`src/rtl/boot_remap_pkg.sv`:
```
// Shared widths and the chip-select configuration record.
// Assumes a 32-bit address space carved into 1 MB pages.
package boot_remap_pkg;
    localparam int NUM_CS   = 4;
    localparam int ADDR_W   = 32;
    localparam int PAGE_LSB = 20;
    localparam int PAGE_W   = ADDR_W - PAGE_LSB;
    localparam int WAIT_W   = 3;
    localparam int IDX_W    = 3;
    localparam int DATA_W   = 32;

    typedef struct packed {
        logic              en;
        logic [PAGE_W-1:0] base;
        logic [WAIT_W-1:0] wst;
    } cs_cfg_t;
endpackage

```
`src/rtl/remap_state.sv`:
```
// Holds the captured boot choice and the remap flag.
// Assumes a synchronous active-low external reset and a one-cycle watchdog request.
module remap_state (
    input  logic clk,
    input  logic ext_rst_n,
    input  logic wdt_rst_req,
    input  logic boot_sel,
    input  logic cancel_wr,
    output logic remap_q,
    output logic boot_ext_q
);
    // Capture the boot pin only while the external reset is held.
    always_ff @(posedge clk) begin
        if (!ext_rst_n) begin
            boot_ext_q <= boot_sel;
        end
    end

    // Any reset enters boot layout; a cancel write leaves it.
    always_ff @(posedge clk) begin
        if (!ext_rst_n || wdt_rst_req) begin
            remap_q <= 1'b1;
        end else if (cancel_wr) begin
            remap_q <= 1'b0;
        end
    end
endmodule

```
`src/rtl/cs_cfg_regs.sv`:
```
// Chip-select configuration registers, one record per chip select.
// Assumes the caller combines every reset source into rst_n.
module cs_cfg_regs
    import boot_remap_pkg::*;
#(
    parameter int N_CS = NUM_CS
) (
    input  logic                     clk,
    input  logic                     rst_n,
    input  logic                     wr_en,
    input  logic [IDX_W-1:0]         wr_idx,
    input  logic [DATA_W-1:0]        wr_data,
    output cs_cfg_t [N_CS-1:0]       cfg_q
);
    localparam logic [WAIT_W-1:0] WAIT_MAX = '1;

    for (genvar i = 0; i < N_CS; i++) begin : g_cs
        localparam logic [IDX_W-1:0] MY_IDX = IDX_W'(i + 1);
        localparam cs_cfg_t RST_VAL = (i == 0) ?
            cs_cfg_t'{en: 1'b1, base: '0, wst: WAIT_MAX} :
            cs_cfg_t'{en: 1'b0, base: '0, wst: '0};

        // Load one chip-select record from its write index.
        always_ff @(posedge clk) begin
            if (!rst_n) begin
                cfg_q[i] <= RST_VAL;
            end else if (wr_en && wr_idx == MY_IDX) begin
                cfg_q[i].en   <= wr_data[0];
                cfg_q[i].wst  <= wr_data[WAIT_W:1];
                cfg_q[i].base <= wr_data[ADDR_W-1:PAGE_LSB];
            end
        end
    end
endmodule

```
`src/rtl/addr_decoder.sv`:
```
// Maps an address page to one region under the boot or normal layout.
// Assumes on-chip regions outrank chip selects and lower chip selects outrank higher.
module addr_decoder
    import boot_remap_pkg::*;
#(
    parameter int                N_CS           = NUM_CS,
    parameter logic [PAGE_W-1:0] RAM_ALIAS_PAGE = PAGE_W'(3),
    parameter logic [PAGE_W-1:0] NVM_PAGE       = PAGE_W'(1)
) (
    input  logic [PAGE_W-1:0]   page,
    input  logic                remap,
    input  logic                boot_ext,
    input  cs_cfg_t [N_CS-1:0]  cfg,
    output logic                sel_ram,
    output logic                sel_nvm,
    output logic [N_CS-1:0]     cs_sel,
    output logic [WAIT_W-1:0]   wait_o,
    output logic                miss
);
    logic [N_CS-1:0] cs_hit;
    logic            zero_page;

    assign zero_page = (page == '0);

    // Raw match per chip select; only chip select 0 may hit in boot layout.
    for (genvar i = 0; i < N_CS; i++) begin : g_hit
        if (i == 0) begin : g_cs0
            assign cs_hit[i] = remap ? (boot_ext && zero_page)
                                     : (cfg[i].en && cfg[i].base == page);
        end else begin : g_csn
            assign cs_hit[i] = !remap && cfg[i].en && cfg[i].base == page;
        end
    end

    // On-chip regions per layout.
    always_comb begin
        sel_ram = remap ? (page == RAM_ALIAS_PAGE) : zero_page;
        sel_nvm = remap ? (!boot_ext && zero_page) : (page == NVM_PAGE);
    end

    // Priority pick of one chip select and its live wait value.
    always_comb begin
        logic taken;
        taken  = sel_ram || sel_nvm;
        cs_sel = '0;
        wait_o = '0;
        for (int i = 0; i < N_CS; i++) begin
            if (cs_hit[i] && !taken) begin
                cs_sel[i] = 1'b1;
                wait_o    = cfg[i].wst;
                taken     = 1'b1;
            end
        end
        miss = !taken;
    end
endmodule

```
`src/rtl/boot_remap_ctrl.sv`:
```
// Top: remap state, chip-select registers and address decoding.
// Assumes writes and reset are synchronous; region outputs follow bus_addr combinationally.
module boot_remap_ctrl
    import boot_remap_pkg::*;
#(
    parameter logic [PAGE_W-1:0] RAM_ALIAS_PAGE = PAGE_W'(3),
    parameter logic [PAGE_W-1:0] NVM_PAGE       = PAGE_W'(1)
) (
    input  logic                 clk,
    input  logic                 ext_rst_n,
    input  logic                 wdt_rst_req,
    input  logic                 boot_sel,
    input  logic                 cfg_we,
    input  logic [IDX_W-1:0]     cfg_idx,
    input  logic [DATA_W-1:0]    cfg_wdata,
    input  logic [ADDR_W-1:0]    bus_addr,
    output logic                 sel_ram,
    output logic                 sel_nvm,
    output logic [NUM_CS-1:0]    cs_sel,
    output logic                 remap_active,
    output logic [WAIT_W-1:0]    wait_states,
    output logic                 decode_miss
);
    logic              cancel_wr;
    logic              rst_all_n;
    logic              boot_ext;
    cs_cfg_t [NUM_CS-1:0] cfg;

    // Only a 1 in the cancel bit of index 0 leaves boot layout.
    assign cancel_wr = cfg_we && (cfg_idx == '0) && cfg_wdata[0];
    // Configuration restarts on either reset source.
    assign rst_all_n = ext_rst_n && !wdt_rst_req;

    remap_state u_state (
        .clk         (clk),
        .ext_rst_n   (ext_rst_n),
        .wdt_rst_req (wdt_rst_req),
        .boot_sel    (boot_sel),
        .cancel_wr   (cancel_wr),
        .remap_q     (remap_active),
        .boot_ext_q  (boot_ext)
    );

    cs_cfg_regs #(.N_CS(NUM_CS)) u_regs (
        .clk     (clk),
        .rst_n   (rst_all_n),
        .wr_en   (cfg_we),
        .wr_idx  (cfg_idx),
        .wr_data (cfg_wdata),
        .cfg_q   (cfg)
    );

    addr_decoder #(
        .N_CS           (NUM_CS),
        .RAM_ALIAS_PAGE (RAM_ALIAS_PAGE),
        .NVM_PAGE       (NVM_PAGE)
    ) u_dec (
        .page     (bus_addr[ADDR_W-1:PAGE_LSB]),
        .remap    (remap_active),
        .boot_ext (boot_ext),
        .cfg      (cfg),
        .sel_ram  (sel_ram),
        .sel_nvm  (sel_nvm),
        .cs_sel   (cs_sel),
        .wait_o   (wait_states),
        .miss     (decode_miss)
    );
endmodule

```
`config.mk`:
```
export PLATFORM = sky130hd
export DESIGN_NAME = boot_remap_ctrl
export DESIGN_NICKNAME = d
export VERILOG_FILES = /design/src/rtl/boot_remap_pkg.sv /design/src/rtl/remap_state.sv /design/src/rtl/cs_cfg_regs.sv /design/src/rtl/addr_decoder.sv /design/src/rtl/boot_remap_ctrl.sv
export SDC_FILE = /design/constraint.sdc
export NUM_CORES = 1
export LEC_CHECK = 0
export BUFFER_PORTS_ARGS = -buffer_cell sky130_fd_sc_hd__clkbuf_2
export CAP_MARGIN = 0
export CORE_UTILIZATION = 25
export DETAILED_ROUTE_END_ITERATION = 8
export PLACE_DENSITY = 0.51
export SYNTH_ARGS = -nofsm -noshare
export SYNTH_HDL_FRONTEND = slang
export SYNTH_SLANG_ARGS = --single-unit
```
`constraint.sdc`:
```
create_clock -name clk -period 6.53 [get_ports clk]
set_input_delay 1.306 -clock clk [delete_from_list [all_inputs] [get_ports clk]]
set_output_delay 1.306 -clock clk [all_outputs]
set_load 0.02 [all_outputs]
```
==> out/metrics.cfg, run 1 <==
[status]
outcome = completed

[power_and_ir_drop]
switching_share_pct = 22.6
cell_internal_pwr_mw = 0.748
ir_worst_vdd_v = 0.000116
p_sw_mw = 0.219
power_mw = 0.967
p_leak_nw = 1.51
powerDensity_mw_per_mm2 = 247
seq_power_share_pct = 42.4
clkPwrFrac_pct = 50.0
p_comb_share_pct = 7.6

[placement]
place_inst = 609
post_dp_cell_area_mm2 = 0.00361
port_buffers = 46
place.gp.congestion = 0.721
dpl.hpwl_um = 6540
pre_cts_slack_ns = 1.77

[timing]
fin_crit_ns = 4.80
hold_viol_final = 0
maxSlewHeadroom_pct = 43.2
fin_tns_setup_ns = 0
setup_ws_ns = 1.73
rsz0062_at_grt = false
worst_slew_pin_slew_ns = 0.849
skew_ns = 0
setup_viol = 0
fin_crit_sh_pct = 73.5
max_freq_ghz = 0.208
drv_slew = 0

[floorplanning]
coreArea_mm2 = 0.0128
rows = 41
io_pins = 83
initial_core_util_pct = 25.8
die_x_um = 117
die_area_mm2 = 0.0137
die_h_um = 117

[cells_and_area]
antenna_cells = 0
fin_area_mm2 = 0.00391
drive_above_1_share_pct = 17.4
area_delta_synth_final_pct = 18.4
nFillCells = 1365
final_cells = 625
finalNetCount = 520

[min_path]
holdPathStages = 2
hold_path_class = flip-flop to flip-flop

[cts]
clk_pin_slew_ns = 0.05
htree_levels = 3
cts_tree = yes
postCtsSetupBuffers = 0
clockBufferDepth = 2
cts_inserted_buffers = 9
clkLatencyLatePin_ns = 0.32
cts.repair.resized = 0
root_buffer = clkbuf_16
cts_sinks = 66
holdBufCountCts = 0

[critical_path]
required_ns = 5.22
worstPathArrival_ns = 3.50
path_max_fanout = 10
worstRegToRegCells = 2
regToRegSetupSlack_ns = 5.71
worstSetupEndpointType = primary output
path_class = input pin to primary output
start_kind = input pin

[detailed_routing]
wire_per_inst_um = 15.0
ant_nets = 0
num_vias = 2807
drcViolationCount = 0
drt_wl_total_um = 9390
dr.pass1.iters = 4
drt-initial-drc-count = 191
viasPerCell = 4.49

[synthesis]
ys_seq_area_share_pct = 40.3
synth_edf_count = 1
async_reset_ff_share_pct = 0
synth.avg_cell_area_um2 = 7.88
netlist_instances = 419
synth_area_mm2 = 0.00330
synthFlopType = dfxtp_1
ys_seq_elements = 66
synth_cell_types = 38
synth_fp_nets = 491
yosys_warnings = 0

[global_route]
grt_pass1_wl_um = 14900
grtUsageTotal_pct = 14.9
grt-ovfl-total = 0
grt_pass1_vias = 2802
grt_max_degree = 61
antenna_found_initial = 0

[flow_run]
maxCapViolCount = 0

## cell usage in the layout (no fill, tap or decap), types with 2 or more instances in the layout
master     count
a21oi_1       62
nor4_1         5
buf_4          3
xor2_1        31
inv_1          6
nand3_1       10
clkbuf_2      46
nor3_1         5
nor4_4         2
or2_2          2
xor2_2         2
or2_0          3
mux2i_1        3
a311o_1        3
nor2b_1        4
dfxtp_1       65
clkbuf_8       2
nand4_1        3
clkbuf_16      9
clkbuf_1       3
nand2_1      133
nor4_2         3
nor2_1         8
xnor2_1       16
and3_1         5
a221oi_1       3
## worst paths after layout
check | startpoint | end
worst max-delay path | bus_addr[20] | wait_states[0]
worst min-delay path | u_regs.cfg_q[47] | u_regs.cfg_q[47]
worst max register to register | u_state.remap_q | u_state.remap_q
worst min register to register | u_regs.cfg_q[47] | u_regs.cfg_q[47]
## synth_stat cells (all sizes together), types with 6 or more instances
master	n	area share (%)
nor2	8	0.91
clkbuf	20	2.3
nor4	10	3.4
dfxtp	65	39
buf	11	2.6
xnor2	16	4.2
xor2	33	9.2
nor3	6	1.1
nand3	10	1.5
a21oi	63	9.7
nand2	133	15
inv	7	0.80
## worst max-delay path, cell delays in order
cell and delay [ns]:
clkbuf_2 0.22, xor2_1 0.20, nor4_1 0.49, nand4_1 0.37
mux2i_1 0.33, a221oi_1 0.13, a311o_1 0.28, clkbuf_2 0.16
## sequential cells by signal, indices dropped and copies added, names as in the netlist
signal / cells
u_state.remap_q: 1
u_state.boot_ext_q: 1
u_regs.cfg_q: 64
## through the flow
step / hold slack [ns] / util (%)
2_1_floorplan: 0.431 / -
3_3_place_gp: 0.439 / 28.3
3_5_place_dp: 0.445 / 28.3
4_1_cts: 0.452 / 30.6
5_1_grt: 0.476 / 30.6
6_report: 0.454 / 30.6
## power by group through the flow
stage	Combinational [mW]	Clock [mW]	Sequential (mW)
finish	0.0731	0.483	0.410
global route	0.0809	0.509	0.411
detailed placement	0.0737	0	0.419
CTS	0.0741	0.494	0.410
floorplan	0.0480	0	0.418
global placement	0.0734	0	0.419
## area by class of cell
cell class	instances	area (um2)	area share (%)
multi-input combinational	315	1790	45.7
timing repair buffer	49	253	6.46
sequential	66	1330	34.0
clock buffer	14	264	6.75
inverter	7	26.3	0.672
tap	172	215	5.50
clock inverter	2	35.0	0.896
## kinds of logic after synthesis
family	after synthesis	synth area share, %
AOI/OAI and AO/OA	72	12.1
xor gates and xnor gates	49	13.5
buffers and inverters	38	5.68
DFF	66	40.3
muxes	3	0.909
and+or+nand+nor	191	27.5
## layer usage
metal  share of wire, %  wire, um  GRT usage [%]
met1                 45      4250           18.5
met2                 48      4530           25.6
met3                5.3       494           3.50
met4                1.2       112           4.64
met5                  0         0              0
No activity file was read; power rests on OpenSTA's default activity.
==> inputs of run 2 (changes only) <==
--- a/config.mk
+++ b/config.mk
@@ -9,7 +9,7 @@
 export CAP_MARGIN = 0
 export CORE_UTILIZATION = 25
 export DETAILED_ROUTE_END_ITERATION = 8
-export PLACE_DENSITY = 0.51
+export PLACE_DENSITY = 0.52
 export SYNTH_ARGS = -nofsm -noshare
 export SYNTH_HDL_FRONTEND = slang
 export SYNTH_SLANG_ARGS = --single-unit
==> constraint.sdc (replaced) <==
create_clock -name clk -period 4.2 [get_ports clk]
set_input_delay 0.84 -clock clk [delete_from_list [all_inputs] [get_ports clk]]
set_output_delay 0.84 -clock clk [all_outputs]
set_load 0.02 [all_outputs]
==> out/metrics.cfg, run 2 (synthesized netlist as in run 1, its figures left out) <==
[power_and_ir_drop]
p_sw_mw = 0.357  ; was 0.219 mW
clkPwrFrac_pct = 54.1  ; was 50.0%
seq_power_share_pct = 38.9  ; was 42.4%
cell_internal_pwr_mw = 1.28  ; was 0.748 mW
p_comb_share_pct = 7.0  ; was 7.6%
ir_worst_vdd_v = 0.000198  ; was 0.000116 V
power_mw = 1.64  ; was 0.967 mW
switching_share_pct = 21.8  ; was 22.6%
powerDensity_mw_per_mm2 = 413  ; was 247 mW/mm2
p_leak_nw = 1.54  ; was 1.51 nW

[detailed_routing]
drt-initial-drc-count = 212  ; was 191
num_vias = 2806  ; was 2807
ant_nets = 0  ; unchanged
dr.pass1.iters = 4  ; unchanged
viasPerCell = 4.48  ; was 4.49
wire_per_inst_um = 15.0  ; about the same
drt_wl_total_um = 9370  ; was 9390 um
drcViolationCount = 0  ; unchanged

[global_route]
grt_pass1_wl_um = 14900  ; about the same
grt_pass1_vias = 2773  ; was 2802
grt_max_degree = 45  ; was 61
grtUsageTotal_pct = 15.0  ; was 14.9%
grt-ovfl-total = 0  ; unchanged
antenna_found_initial = 0  ; unchanged

[timing]
max_freq_ghz = 0.273
fin_crit_sh_pct = 87.3
drv_slew = 0  ; unchanged
hold_viol_final = 0  ; unchanged
rsz0062_at_grt = false  ; unchanged
setup_ws_ns = 0.533  ; was 1.73 ns
fin_tns_setup_ns = 0  ; unchanged
fin_crit_ns = 3.67
skew_ns = 0  ; unchanged
worst_slew_pin_slew_ns = 0.828  ; was 0.849 ns
maxSlewHeadroom_pct = 44.7  ; was 43.2%
setup_viol = 0  ; unchanged

[placement]
dpl.hpwl_um = 6620  ; was 6540 um
place_inst = 610  ; was 609
pre_cts_slack_ns = 0.498  ; was 1.77 ns
port_buffers = 46  ; unchanged
place.gp.congestion = 0.760  ; was 0.721

[critical_path]
required_ns = 3.36  ; was 5.22 ns
path_class = input pin to primary output  ; unchanged
start_kind = input pin  ; unchanged
regToRegSetupSlack_ns = 3.38  ; was 5.71 ns
worstSetupEndpointType = primary output  ; unchanged
worstPathArrival_ns = 2.83  ; was 3.50 ns
path_max_fanout = 6  ; was 10
r2r-start = u_state.remap_q  ; unchanged
worstRegToRegCells = 2  ; unchanged
r2r-end = u_state.remap_q  ; unchanged

[floorplanning]
rows = 41  ; unchanged
coreArea_mm2 = 0.0128  ; unchanged
die_area_mm2 = 0.0137  ; unchanged
io_pins = 83  ; unchanged
die_x_um = 117  ; unchanged
die_h_um = 117  ; unchanged
initial_core_util_pct = 25.8  ; unchanged

[cells_and_area]
final_cell_mix = nand2_1, dfxtp_1, a21oi_1, clkbuf_2, xor2_1  ; unchanged
drive_above_1_share_pct = 18.3  ; was 17.4%
regMostFlops = u_regs.cfg_q  ; unchanged
largest_reg_flops = 64  ; unchanged
area_delta_synth_final_pct = 20.3  ; was 18.4%
final_cells = 626  ; was 625
layout_commonest_cell = nand2_1  ; unchanged
final_util_pct = 31.1  ; was 30.6%
top_regs = u_regs.cfg_q x64, u_state.boot_ext_q x1, u_state.remap_q x1  ; unchanged
antenna_cells = 0  ; unchanged
finalNetCount = 521  ; was 520

[min_path]
hold_path_class = flip-flop to flip-flop  ; unchanged
worstHoldStart = u_regs.cfg_q[63]  ; was u_regs.cfg_q[47]
whs_endpoint = u_regs.cfg_q[63]  ; was u_regs.cfg_q[47]
holdPathStages = 2  ; unchanged

[cts]
cts.repair.resized = 0  ; unchanged
clockBufferDepth = 2  ; unchanged
holdBufCountCts = 0  ; unchanged
cts_tree = yes  ; unchanged
cts_sinks = 66  ; unchanged
root_buffer = clkbuf_16  ; unchanged
clkLatencyLatePin_ns = 0.33  ; was 0.32 ns
cts_inserted_buffers = 9  ; unchanged
clk_pin_slew_ns = 0.05  ; about the same
postCtsSetupBuffers = 0  ; unchanged
htree_levels = 3  ; unchanged

[status]
outcome = completed  ; unchanged

[flow_run]
maxCapViolCount = 0  ; unchanged

-- run 2: metal layers --
| layer | share of wire (%) | up-vias | global-route usage (%) |
|---|---|---|---|
| li1 | - | 1435 | - |
| met1 | 48 | 1293 | 19.5 |
| met2 | 46 | 67 | 24.6 |
| met3 | 5.1 | 11 | 2.37 |
| met4 | 1.6 | 0 | 6.33 |
| met5 | 0 | - | 0 |
-- run 2: worst max-delay path: stages --
cell      delay [ns]
clkbuf_2        0.16
xor2_1          0.17
nor4_1          0.46
nand4_1         0.37
mux2i_1         0.26
a221oi_1        0.12
a311o_1         0.28
clkbuf_2        0.16
-- run 2: per-stage QoR --
stage               hold WS (ns)  instance area [um2]
floorplan                  0.431                 3300
global placement           0.439                 3620
detailed placement         0.444                 3620
CTS                        0.452                 3970
global route               0.475                 3970
finish                     0.456                 3970
-- run 2: final cells by class --
class,instances,area (um2)
Clock buffer,11,253
Tap cell,172,215
Inverter,7,26.3
Fill cell,1367,8800
Multi-Input combinational cell,315,1790
Clock inverter,5,100
Sequential cell,66,1330
Timing Repair Buffer,50,260
-- run 2: power by group through the flow --
stage | clock network, mW | registers, mW | logic [mW]
floorplan | 0 | 0.651 | 0.0746
global placement | 0 | 0.651 | 0.116
detailed placement | 0 | 0.651 | 0.116
CTS | 0.899 | 0.638 | 0.116
global route | 0.931 | 0.638 | 0.126
finish | 0.887 | 0.638 | 0.114
-- run 2: worst max-delay path by stage --
stage,startpoint,endpoint,slack (ns)
after floorplan,bus_addr[27],wait_states[0],1.04
after global placement,bus_addr[28],wait_states[0],0.50
after detailed placement,bus_addr[28],wait_states[2],0.50
after CTS,bus_addr[28],wait_states[0],0.48
after global routing,bus_addr[26],wait_states[0],0.38
final,bus_addr[28],wait_states[2],0.53
